==> config.mk <==
export PLATFORM = sky130hd
export DESIGN_NAME = rng_regblock
export DESIGN_NICKNAME = d
export VERILOG_FILES = /design/src/rtl/rng_regblock_pkg.sv /design/src/rtl/rng_conditioner.sv /design/src/rtl/rng_word_fifo.sv /design/src/rtl/rng_seed_guard.sv /design/src/rtl/rng_regblock.sv
export SDC_FILE = /design/constraint.sdc
export NUM_CORES = 1
export LEC_CHECK = 0
export BUFFER_PORTS_ARGS = -buffer_cell sky130_fd_sc_hd__buf_4
export CAP_MARGIN = 20
export CORE_MARGIN = 8
export CORE_UTILIZATION = 60
export DETAILED_ROUTE_END_ITERATION = 12
export PLACE_DENSITY = 0.82
export SLEW_MARGIN = 20
export SYNTH_ARGS = -nofsm -noshare
export SYNTH_HDL_FRONTEND = slang
export SYNTH_SLANG_ARGS = --single-unit
==> constraint.sdc <==
create_clock -name clk -period 5.9 [get_ports clk]
set_input_delay 1.18 -clock clk [delete_from_list [all_inputs] [get_ports clk]]
set_output_delay 1.18 -clock clk [all_outputs]
set_load 0.02 [all_outputs]
==> src/rtl/rng_regblock_pkg.sv <==
package rng_regblock_pkg;
   localparam int CTRL_OFS = 0;
   localparam int STAT_OFS = 4;
   localparam int DATA_OFS = 8;
   localparam int CB_GEN   = 2;
   localparam int CB_IRQ   = 3;
   localparam int CB_CKOFF = 5;
   localparam int SB_RDY   = 0;
   localparam int SB_CKS   = 1;
   localparam int SB_SDS   = 2;
   localparam int SB_CKF   = 5;
   localparam int SB_SDF   = 6;

   typedef struct packed {
      logic ckoff;
      logic irq_en;
      logic gen_en;
   } ctrl_t;
endpackage

==> src/rtl/rng_conditioner.sv <==
module rng_conditioner #(
   parameter int          W     = 32,
   parameter int          TAP   = 21,
   parameter logic [31:0] SEED  = 32'h1,
   parameter bit          MIX   = 1'b1
) (
   input  logic         clk,
   input  logic         rst_n,
   input  logic         clear,
   input  logic         take,
   input  logic         bit_in,
   output logic         word_valid,
   output logic [W-1:0] word
);
   localparam int CW = $clog2(W);

   if ((1 << CW) != W) begin : g_bad_w
      $error("rng_conditioner: W must be a power of two");
   end
   if (TAP >= W || TAP < 2) begin : g_bad_tap
      $error("rng_conditioner: TAP out of range");
   end

   logic [W-1:0]  acc, nxt;
   logic [CW-1:0] cnt;

   if (MIX) begin : g_mix
      assign nxt = {acc[W-2:0], acc[W-1] ^ acc[TAP] ^ acc[1] ^ acc[0] ^ bit_in};
   end else begin : g_plain
      assign nxt = {acc[W-2:0], bit_in};
   end

   always_ff @(posedge clk or negedge rst_n) begin
      if (!rst_n) begin
         acc <= SEED[W-1:0];
         cnt <= '0;
      end else if (clear) begin
         acc <= SEED[W-1:0];
         cnt <= '0;
      end else if (take) begin
         acc <= nxt;
         cnt <= cnt + 1'b1;
      end
   end

   assign word_valid = take && !clear && (cnt == CW'(W - 1));
   assign word       = nxt;
endmodule

==> src/rtl/rng_word_fifo.sv <==
module rng_word_fifo #(
   parameter int W     = 32,
   parameter int DEPTH = 4
) (
   input  logic         clk,
   input  logic         rst_n,
   input  logic         flush,
   input  logic         push,
   input  logic [W-1:0] push_data,
   input  logic         pop,
   output logic [W-1:0] head,
   output logic         empty,
   output logic         full
);
   localparam int PW = $clog2(DEPTH);
   localparam int CW = $clog2(DEPTH + 1);

   if (DEPTH < 2 || (1 << PW) != DEPTH) begin : g_bad_depth
      $error("rng_word_fifo: DEPTH must be a power of two, at least 2");
   end

   logic [W-1:0]  mem [DEPTH];
   logic [PW-1:0] wp, rp;
   logic [CW-1:0] count;

   always_ff @(posedge clk or negedge rst_n) begin
      if (!rst_n) begin
         wp    <= '0;
         rp    <= '0;
         count <= '0;
      end else if (flush) begin
         wp    <= '0;
         rp    <= '0;
         count <= '0;
      end else begin
         if (push) wp <= wp + 1'b1;
         if (pop)  rp <= rp + 1'b1;
         if (push && !pop)      count <= count + 1'b1;
         else if (pop && !push) count <= count - 1'b1;
      end
   end

   always_ff @(posedge clk) begin
      if (push && !flush) mem[wp] <= push_data;
   end

   assign head  = mem[rp];
   assign empty = (count == '0);
   assign full  = (count == CW'(DEPTH));

   p_no_overflow_r4: assert property (@(posedge clk) disable iff (!rst_n)
      (push && !flush) |-> !full);
   p_pop_nonempty_r5: assert property (@(posedge clk) disable iff (!rst_n)
      pop |-> (count != '0));
   p_flush_empty_r9: assert property (@(posedge clk) disable iff (!rst_n)
      flush |=> (count == '0));
endmodule

==> src/rtl/rng_seed_guard.sv <==
module rng_seed_guard #(
   parameter int DRAIN = 12
) (
   input  logic clk,
   input  logic rst_n,
   input  logic fault_in,
   input  logic gen_en,
   input  logic clr_wr,
   input  logic data_rd,
   output logic seed_state,
   output logic seed_flag,
   output logic draining
);
   localparam int DW = $clog2(DRAIN + 1);

   if (DRAIN < 1) begin : g_bad_drain
      $error("rng_seed_guard: DRAIN must be at least 1");
   end

   logic [DW-1:0] drain;
   logic          hit;

   assign hit = fault_in && gen_en;

   always_ff @(posedge clk or negedge rst_n) begin
      if (!rst_n) begin
         seed_state <= 1'b0;
         seed_flag  <= 1'b0;
         drain      <= '0;
      end else if (hit) begin
         seed_state <= 1'b1;
         seed_flag  <= 1'b1;
         drain      <= '0;
      end else begin
         if (clr_wr) seed_flag <= 1'b0;
         if (clr_wr && seed_state && drain == '0) begin
            drain <= DW'(DRAIN);
         end else if (drain != '0 && data_rd) begin
            drain <= drain - 1'b1;
            if (drain == DW'(1)) seed_state <= 1'b0;
         end
      end
   end

   assign draining = (drain != '0);

   p_seed_halt_r6: assert property (@(posedge clk) disable iff (!rst_n)
      hit |=> (seed_state && seed_flag));
   p_drain_step_r7: assert property (@(posedge clk) disable iff (!rst_n)
      (drain != '0 && data_rd && !hit) |=> (drain == $past(drain) - 1'b1));
   p_state_exit_r7: assert property (@(posedge clk) disable iff (!rst_n)
      $fell(seed_state) |-> ($past(drain) == DW'(1)));
endmodule

==> src/rtl/rng_regblock.sv <==
module rng_regblock
   import rng_regblock_pkg::*;
#(
   parameter int          ADDR_W = 4,
   parameter int          WORD_W = 32,
   parameter int          DEPTH  = 4,
   parameter int          DRAIN  = 12,
   parameter logic [31:0] SEED   = 32'h1
) (
   input  logic              clk,
   input  logic              rst_n,
   input  logic              bus_wr,
   input  logic              bus_rd,
   input  logic [ADDR_W-1:0] bus_addr,
   input  logic [31:0]       bus_wdata,
   output logic [31:0]       bus_rdata,
   input  logic              ent_bit,
   input  logic              ent_valid,
   input  logic              seed_fault,
   input  logic              clk_fault,
   output logic              irq
);
   if (WORD_W != 32) begin : g_bad_word
      $error("rng_regblock: register port carries 32-bit words");
   end

   ctrl_t       ctrl;
   logic        ck_state, ck_flag;
   logic        seed_state, seed_flag, draining;
   logic        sel_ctrl, sel_stat, sel_data;
   logic        ctrl_wr, stat_wr, data_rd;
   logic        ready, take, push, pop, flush, off_wr;
   logic        word_valid, f_empty, f_full;
   logic [31:0] word, head;
   logic        unused_wdata;

   assign sel_ctrl = (bus_addr == ADDR_W'(CTRL_OFS));
   assign sel_stat = (bus_addr == ADDR_W'(STAT_OFS));
   assign sel_data = (bus_addr == ADDR_W'(DATA_OFS));
   assign ctrl_wr  = bus_wr && sel_ctrl;
   assign stat_wr  = bus_wr && sel_stat;
   assign data_rd  = bus_rd && sel_data;
   assign off_wr   = ctrl_wr && !bus_wdata[CB_GEN];

   always_ff @(posedge clk or negedge rst_n) begin
      if (!rst_n) begin
         ctrl <= '0;
      end else if (ctrl_wr) begin
         ctrl.gen_en <= bus_wdata[CB_GEN];
         ctrl.irq_en <= bus_wdata[CB_IRQ];
         ctrl.ckoff  <= bus_wdata[CB_CKOFF];
      end
   end

   always_ff @(posedge clk or negedge rst_n) begin
      if (!rst_n) begin
         ck_state <= 1'b0;
         ck_flag  <= 1'b0;
      end else begin
         ck_state <= clk_fault && !ctrl.ckoff;
         if (clk_fault && !ctrl.ckoff)          ck_flag <= 1'b1;
         else if (stat_wr && !bus_wdata[SB_CKF]) ck_flag <= 1'b0;
      end
   end

   assign take  = ent_valid && ctrl.gen_en && !seed_state;
   assign flush = !ctrl.gen_en || off_wr || (seed_fault && ctrl.gen_en);
   assign ready = !f_empty && !seed_state && !draining;
   assign push  = word_valid && !f_full;
   assign pop   = data_rd && ready;

   rng_conditioner #(.W(WORD_W), .TAP(21), .SEED(SEED), .MIX(1'b1)) u_cond (
      .clk        (clk),
      .rst_n      (rst_n),
      .clear      (!ctrl.gen_en || off_wr),
      .take       (take),
      .bit_in     (ent_bit),
      .word_valid (word_valid),
      .word       (word)
   );

   rng_word_fifo #(.W(WORD_W), .DEPTH(DEPTH)) u_fifo (
      .clk       (clk),
      .rst_n     (rst_n),
      .flush     (flush),
      .push      (push),
      .push_data (word),
      .pop       (pop),
      .head      (head),
      .empty     (f_empty),
      .full      (f_full)
   );

   rng_seed_guard #(.DRAIN(DRAIN)) u_guard (
      .clk        (clk),
      .rst_n      (rst_n),
      .fault_in   (seed_fault),
      .gen_en     (ctrl.gen_en),
      .clr_wr     (stat_wr && !bus_wdata[SB_SDF]),
      .data_rd    (data_rd),
      .seed_state (seed_state),
      .seed_flag  (seed_flag),
      .draining   (draining)
   );

   always_comb begin
      bus_rdata = '0;
      if (bus_rd) begin
         if (sel_ctrl) begin
            bus_rdata[CB_GEN]   = ctrl.gen_en;
            bus_rdata[CB_IRQ]   = ctrl.irq_en;
            bus_rdata[CB_CKOFF] = ctrl.ckoff;
         end else if (sel_stat) begin
            bus_rdata[SB_RDY] = ready;
            bus_rdata[SB_CKS] = ck_state;
            bus_rdata[SB_SDS] = seed_state;
            bus_rdata[SB_CKF] = ck_flag;
            bus_rdata[SB_SDF] = seed_flag;
         end else if (sel_data && ready) begin
            bus_rdata = head;
         end
      end
   end

   assign irq = ctrl.irq_en && (ready || ck_flag || seed_flag);

   assign unused_wdata = ^{bus_wdata[31:7], bus_wdata[4], bus_wdata[1:0]};

   p_disable_flush_r9: assert property (@(posedge clk) disable iff (!rst_n)
      off_wr |=> !ready);
   p_ckflag_sticky_r8: assert property (@(posedge clk) disable iff (!rst_n)
      (ck_flag && !(stat_wr && !bus_wdata[SB_CKF])) |=> ck_flag);
   p_seedflag_sticky_r9: assert property (@(posedge clk) disable iff (!rst_n)
      (seed_flag && !(stat_wr && !bus_wdata[SB_SDF])) |=> seed_flag);
endmodule

Word level (Yosys, flattened, before mapping)
Memory sizes are Yosys's and may differ from the RTL's.
Cells that the tools add are included.

operators by class
  shift operators = 0
  order comparisons = 0
  add/subtract/negate cells = 6
  reduce and logical (&&, ||, !) cells = 55
  equality and inequality tests = 6
  multipliers = 0
  divide/modulo/power cells = 0
  multiplexer cells = 35
  bitwise logic cells = 4

operators with widths
  kind                                              count
  two-way mux 32 bit                                4
  two-way mux 26 bit                                1
  two-way mux 25 bit                                1
  logical AND 1 bit                                 24
  two-way mux 2 bit                                 8
  nonzero test 2 bit                                7
  zero test 1 bit                                   13
  two-way mux 1 bit                                 12
  two-way mux 3 bit                                 4
  two-way mux 4 bit                                 3
  two-way mux 5 bit                                 2
  zero test 4 bit                                   2
  nonzero test 3 bit                                2
  adder 5 x 1 -> 5 bit, second input constant       1
  == test 5 bit, second input constant              1
  adder 2 x 1 -> 2 bit, second input constant       2
  == test 4 x 1 -> 1 bit, second input constant     1
  == test 4 x 3 -> 1 bit, second input constant     1
  == test 4 bit, second input constant              1
  logical OR 1 bit                                  4
  nonzero test 4 bit                                1
  subtractor 4 x 1 -> 4 bit, second input constant  1
  bitwise XOR 1 bit                                 4
  adder 3 x 1 -> 3 bit, second input constant       1
  5 further kinds                                   5

storage, ports and cells
  memories = 1
  output and inout port bits = 33
  ROM bits = 0
  latch bits = 0
  bits of input ports = 44
  RAM bits = 128
  word-level logic and storage cells = 120
  bits in registers = 55

memories
  memory      words  bits a word  rd ports  clocked after Yosys merged registers in  write ports  line                 text
  u_fifo.mem  4      32           1         0                                        1            rng_word_fifo.sv:22  logic [W-1:0] mem [DEPTH];

Depth between registers and ports, before layout
  depth after elaboration = 13
  mapped depth = 12
  gate-level depth less buffers = 11

By module
From an unflattened synthesis, not the netlist that was laid out.

unflattened totals
  cells, all modules = 492
  area total of the unflattened synthesis = 7887.6 um2

by module, submodules not included
  module           sequential area each (um2)  cells each  instances  area an instance (um2)
  rng_word_fifo    4018.9                      213         1          5108.6
  rng_conditioner  927.1                       163         1          1800.5
  rng_regblock     125.1                       80          1          621.8
  rng_seed_guard   150.1                       36          1          356.6

Worst setup path before layout
OpenSTA, ideal clock, no wires.

  kind = input to output
  start point = input bus_addr[2]
  end point = output bus_rdata[23]
  data required time = 4720 ps
  slack = 2132 ps
  data arrival time = 2588 ps
  stages = 6
  path buffers = 3
  cell sequence = buf_2 -> nor4b_4 -> nand4_1 -> buf_2 -> buf_2 -> nor2b_1

on the way
  word-level cells in the longest chain between the ends = 6
  elaborated cells on any way between the ends = 8
  classes of those cells = eq/ne: 2; mux: 4; reduce/logical: 2

RTL lines
  what                  line                 text
  from (decl)           rng_regblock.sv:14   input logic [ADDR_W-1:0] bus_addr,
  == test 4 bit         rng_regblock.sv:39   assign sel_data = (bus_addr == ADDR_W'(DATA_OFS));
  logical AND 1 bit     rng_regblock.sv:119  end else if (sel_data && ready) begin
  two-way mux 32 bit    rng_regblock.sv:119
  two-way mux 25 bit    rng_regblock.sv:113  end else if (sel_stat) begin
  two-way mux 26 bit *  rng_regblock.sv:109  if (sel_ctrl) begin
  two-way mux 32 bit *  rng_regblock.sv:108  if (bus_rd) begin
  to (decl)             rng_regblock.sv:16   output logic [31:0] bus_rdata,

Every way passes the cells marked *; elsewhere a longest branch is shown, timed or not.

Final worst setup path
  start point = input bus_addr[2]
  end point = output bus_rdata[22]

The elaborated chain is that of the path after synthesis.

==> results.cfg <==
[global_route]
grt_busiest_layer = met2
grtUsageMet1_pct = 23.7
antenna_found_initial = 0
grt_usage_pct = 19.8
overflow = 0
grt_util_met2_pct = 33.6
grt_pass1_vias = 4595
met3_usage_pct = 5.30
grt_pass1_wl_mm = 24.6
grt_max_degree = 56

[yosys]
synth_area_leaders = edfxtp_1 (51%), dfrtp_1 (18%), mux4_2 (9.5%)
ys_types = 47
syn-instance-count = 492
synth.most_common_cell = edfxtp_1
synth_edf_count = 128
yosysTopAreaCell = edfxtp_1
yosys_register_bits = 183
synth.avg_cell_area_um2 = 15.4
synth_common_cells = edfxtp_1 (128), nand2_1 (68), dfrtp_1 (54)
synth_nets = 546
synth.cell_area_um2 = 7600
ys_async_sr_fraction_pct = 30.1
yosysWarnings = 0
synth-main-ff-cell = edfxtp_1
synth.top_cell.area_share_pct = 50.6
yosysSeqAreaShare_pct = 68.7

[layout]
nNetsFinal = 595
fillers = 849
drive_above_1_share_pct = 24.9
seq_area_um2 = 5220
multi_input_area_um2 = 2200
diodes = 0
synthToLayoutAreaGrowth_pct = 14.6

[placed_design]
port_buffers = 48
hpwl_mm = 8.33
place_congestion = 0.797

[worst_setup_path]
cp_data_required_time_ps = 4720
timing.rr.end = u_fifo.count[2]$_DFFE_PN0P_
r2r_setup_slack_ps = 2220
cp_data_arrival_time_ps = 3220
cp-endpoint = bus_rdata[22]
r2r-start = u_guard.drain[1]$_DFFE_PN0P_
endpoint_kind = primary output
path_class = in -> out
crit_path_max_fanout = 19
cp-start-kind = input pin
cp-startpoint = bus_addr[2]
reg2reg_depth = 11

[die]
die_area_um2 = 16500
die_height_um = 129
core_area_um2 = 12500
io_pins = 77
row_count = 41
die_w_um = 129
start_util_pct = 60.7

[clock_network]
cts_hold_buf = 0
cts_resized = 0
postCtsSetupBuffers = 0
clock_path_buffers = 2
numCtsBuffers = 17
clock_sinks = 183
cts.htree.levels = 4
cts.clk_slew.worst_paths_ps = 60
cts_tree = yes
insertion_delay_ps = 420
clockRootBuffer = clkbuf_16

[run]
drv_cap = 0

[outcome]
status = complete, no violations

[sta]
relSlewSlack_pct = 40.4
fmax_mhz = 227
post-route-period-util_pct = 74.5
finalSetupTns_ps = 0
setup_viol = 0
grt_setup_unrepaired = no
finalCriticalPeriod_ps = 4400
worst_pin_slew_ps = 894
slew_violations = 0
hold_violations = 0
clock_skew_ps = 12.3

[pwr]
power.total_mw = 2.65
p_leak_nw = 3.21
p_per_area_nw_per_um2 = 304
ir_drop_mv = 0.278

[route]
dr.first_iter.drc_count = 267
finalWirelength_mm = 15.1
vias = 4240
wl_per_cell_um = 20.8
route.detailed.drc = 0
drt-pass1-iter-count = 5
viasPerCell = 5.84
antenna_left = 0

[worst_hold_path]
hp-class = reg -> reg
hp-start = ctrl[2]$_DFFE_PN0N_
-- metal layers --
metal	part of all wire [%]	vias to the layer above
met1	41	2174
met3	6.5	22
met2	51	135
li1	-	1909
met4	1.6	0
met5	0	-
-- cells in the final DEF (no fill, tap or decap), types with 2 or more instances in the layout --
cell type  count
nor3_1         7
a32oi_1        2
or2_2          2
a311oi_1       2
a21oi_1       38
clkbuf_8       2
inv_1         10
nor2_1        14
nand2_1       68
clkbuf_1       3
and3_1         3
clkinv_4       2
a22oi_1        2
mux2_2         6
mux4_2        32
xor2_1         3
ha_1           9
clkinv_2       2
nor3b_1        3
or3_1          3
nand4_1        2
o21ai_0        2
inv_6          2
bufinv_16      3
and2_1         6
clkbuf_16     17
nor4b_2        2
dfrtp_2        2
buf_4         57
a211oi_1       2
nand2b_1       4
edfxtp_1     128
mux2i_1        3
nor2b_1       32
dfrtp_1       52
a21o_1         3
xnor2_1        8
-- worst min path at each step --
stage,slack (ps),endpoint,cells after the start
final,500,ck_state$_DFF_PN0_,1
after global routing,510,ck_state$_DFF_PN0_,1
after CTS,490,ck_state$_DFF_PN0_,1
after detailed placement,480,ck_state$_DFF_PN0_,1
after global placement,440,ck_state$_DFF_PN0_,1
after floorplan,430,ck_state$_DFF_PN0_,1
-- power by group --
part | leakage (nW) | switching [mW] | total (mW) | internal (mW)
Combinational | 0.848 | 0.0660 | 0.105 | 0.0393
Sequential | 2.06 | 0.0141 | 1.39 | 1.37
Clock | 0.295 | 0.461 | 1.15 | 0.692
-- area by class of cell --
cell class,instances,area share [%]
sequential,183,60.0
tap,172,2.47
clock inverter,10,1.64
clock buffer,22,5.33
multi-input combinational,272,25.3
inverter,10,0.431
timing repair buffer,57,4.91
-- per-stage QoR --
stage / setup WS (ps) / hold WS [ps] / cells / instance area [um^2] / utilization (%)
2_1_floorplan: 2130 / 432 / 492 / 7600 / -
3_3_place_gp: 1470 / 442 / 694 / 8100 / 64.7
3_5_place_dp: 1430 / 478 / 694 / 8100 / 64.7
4_1_cts: 1420 / 487 / 726 / 8710 / 69.6
5_1_grt: 1300 / 511 / 726 / 8710 / 69.6
6_report: 1500 / 498 / 726 / 8710 / 69.6
-- worst max-delay path, cell delays in order --
cell     delay, ps
buf_4          160
nor4b_4        370
nand4_1        630
buf_4          480
nor2b_1        200
buf_4          170
-- cells by family (layout without fill, tap and decap cells) --
| family | Yosys count | in the layout | share of synthesized area (%) |
|---|---|---|---|
| AOI/OAI and AO/OA | 57 | 57 | 4.64 |
| xor gates and xnor gates | 11 | 11 | 1.27 |
| adders and majority gates | 10 | 10 | 1.74 |
| buffers and inverters | 37 | 99 | 2.40 |
| DFF | 183 | 183 | 68.7 |
| muxes | 41 | 41 | 10.8 |
| and+or+nand+nor | 153 | 153 | 10.5 |
-- registers in the layout, summed over array words and instances (netlist names) --
name                flops
u_fifo.mem            128
u_cond.acc             32
u_cond.cnt              5
u_guard.drain           4
ctrl                    3
u_fifo.count            3
u_fifo.rp               2
u_fifo.wp               2
ck_flag                 1
ck_state                1
u_guard.seed_flag       1
u_guard.seed_state      1
No activity file was read; power rests on OpenSTA's default activity.
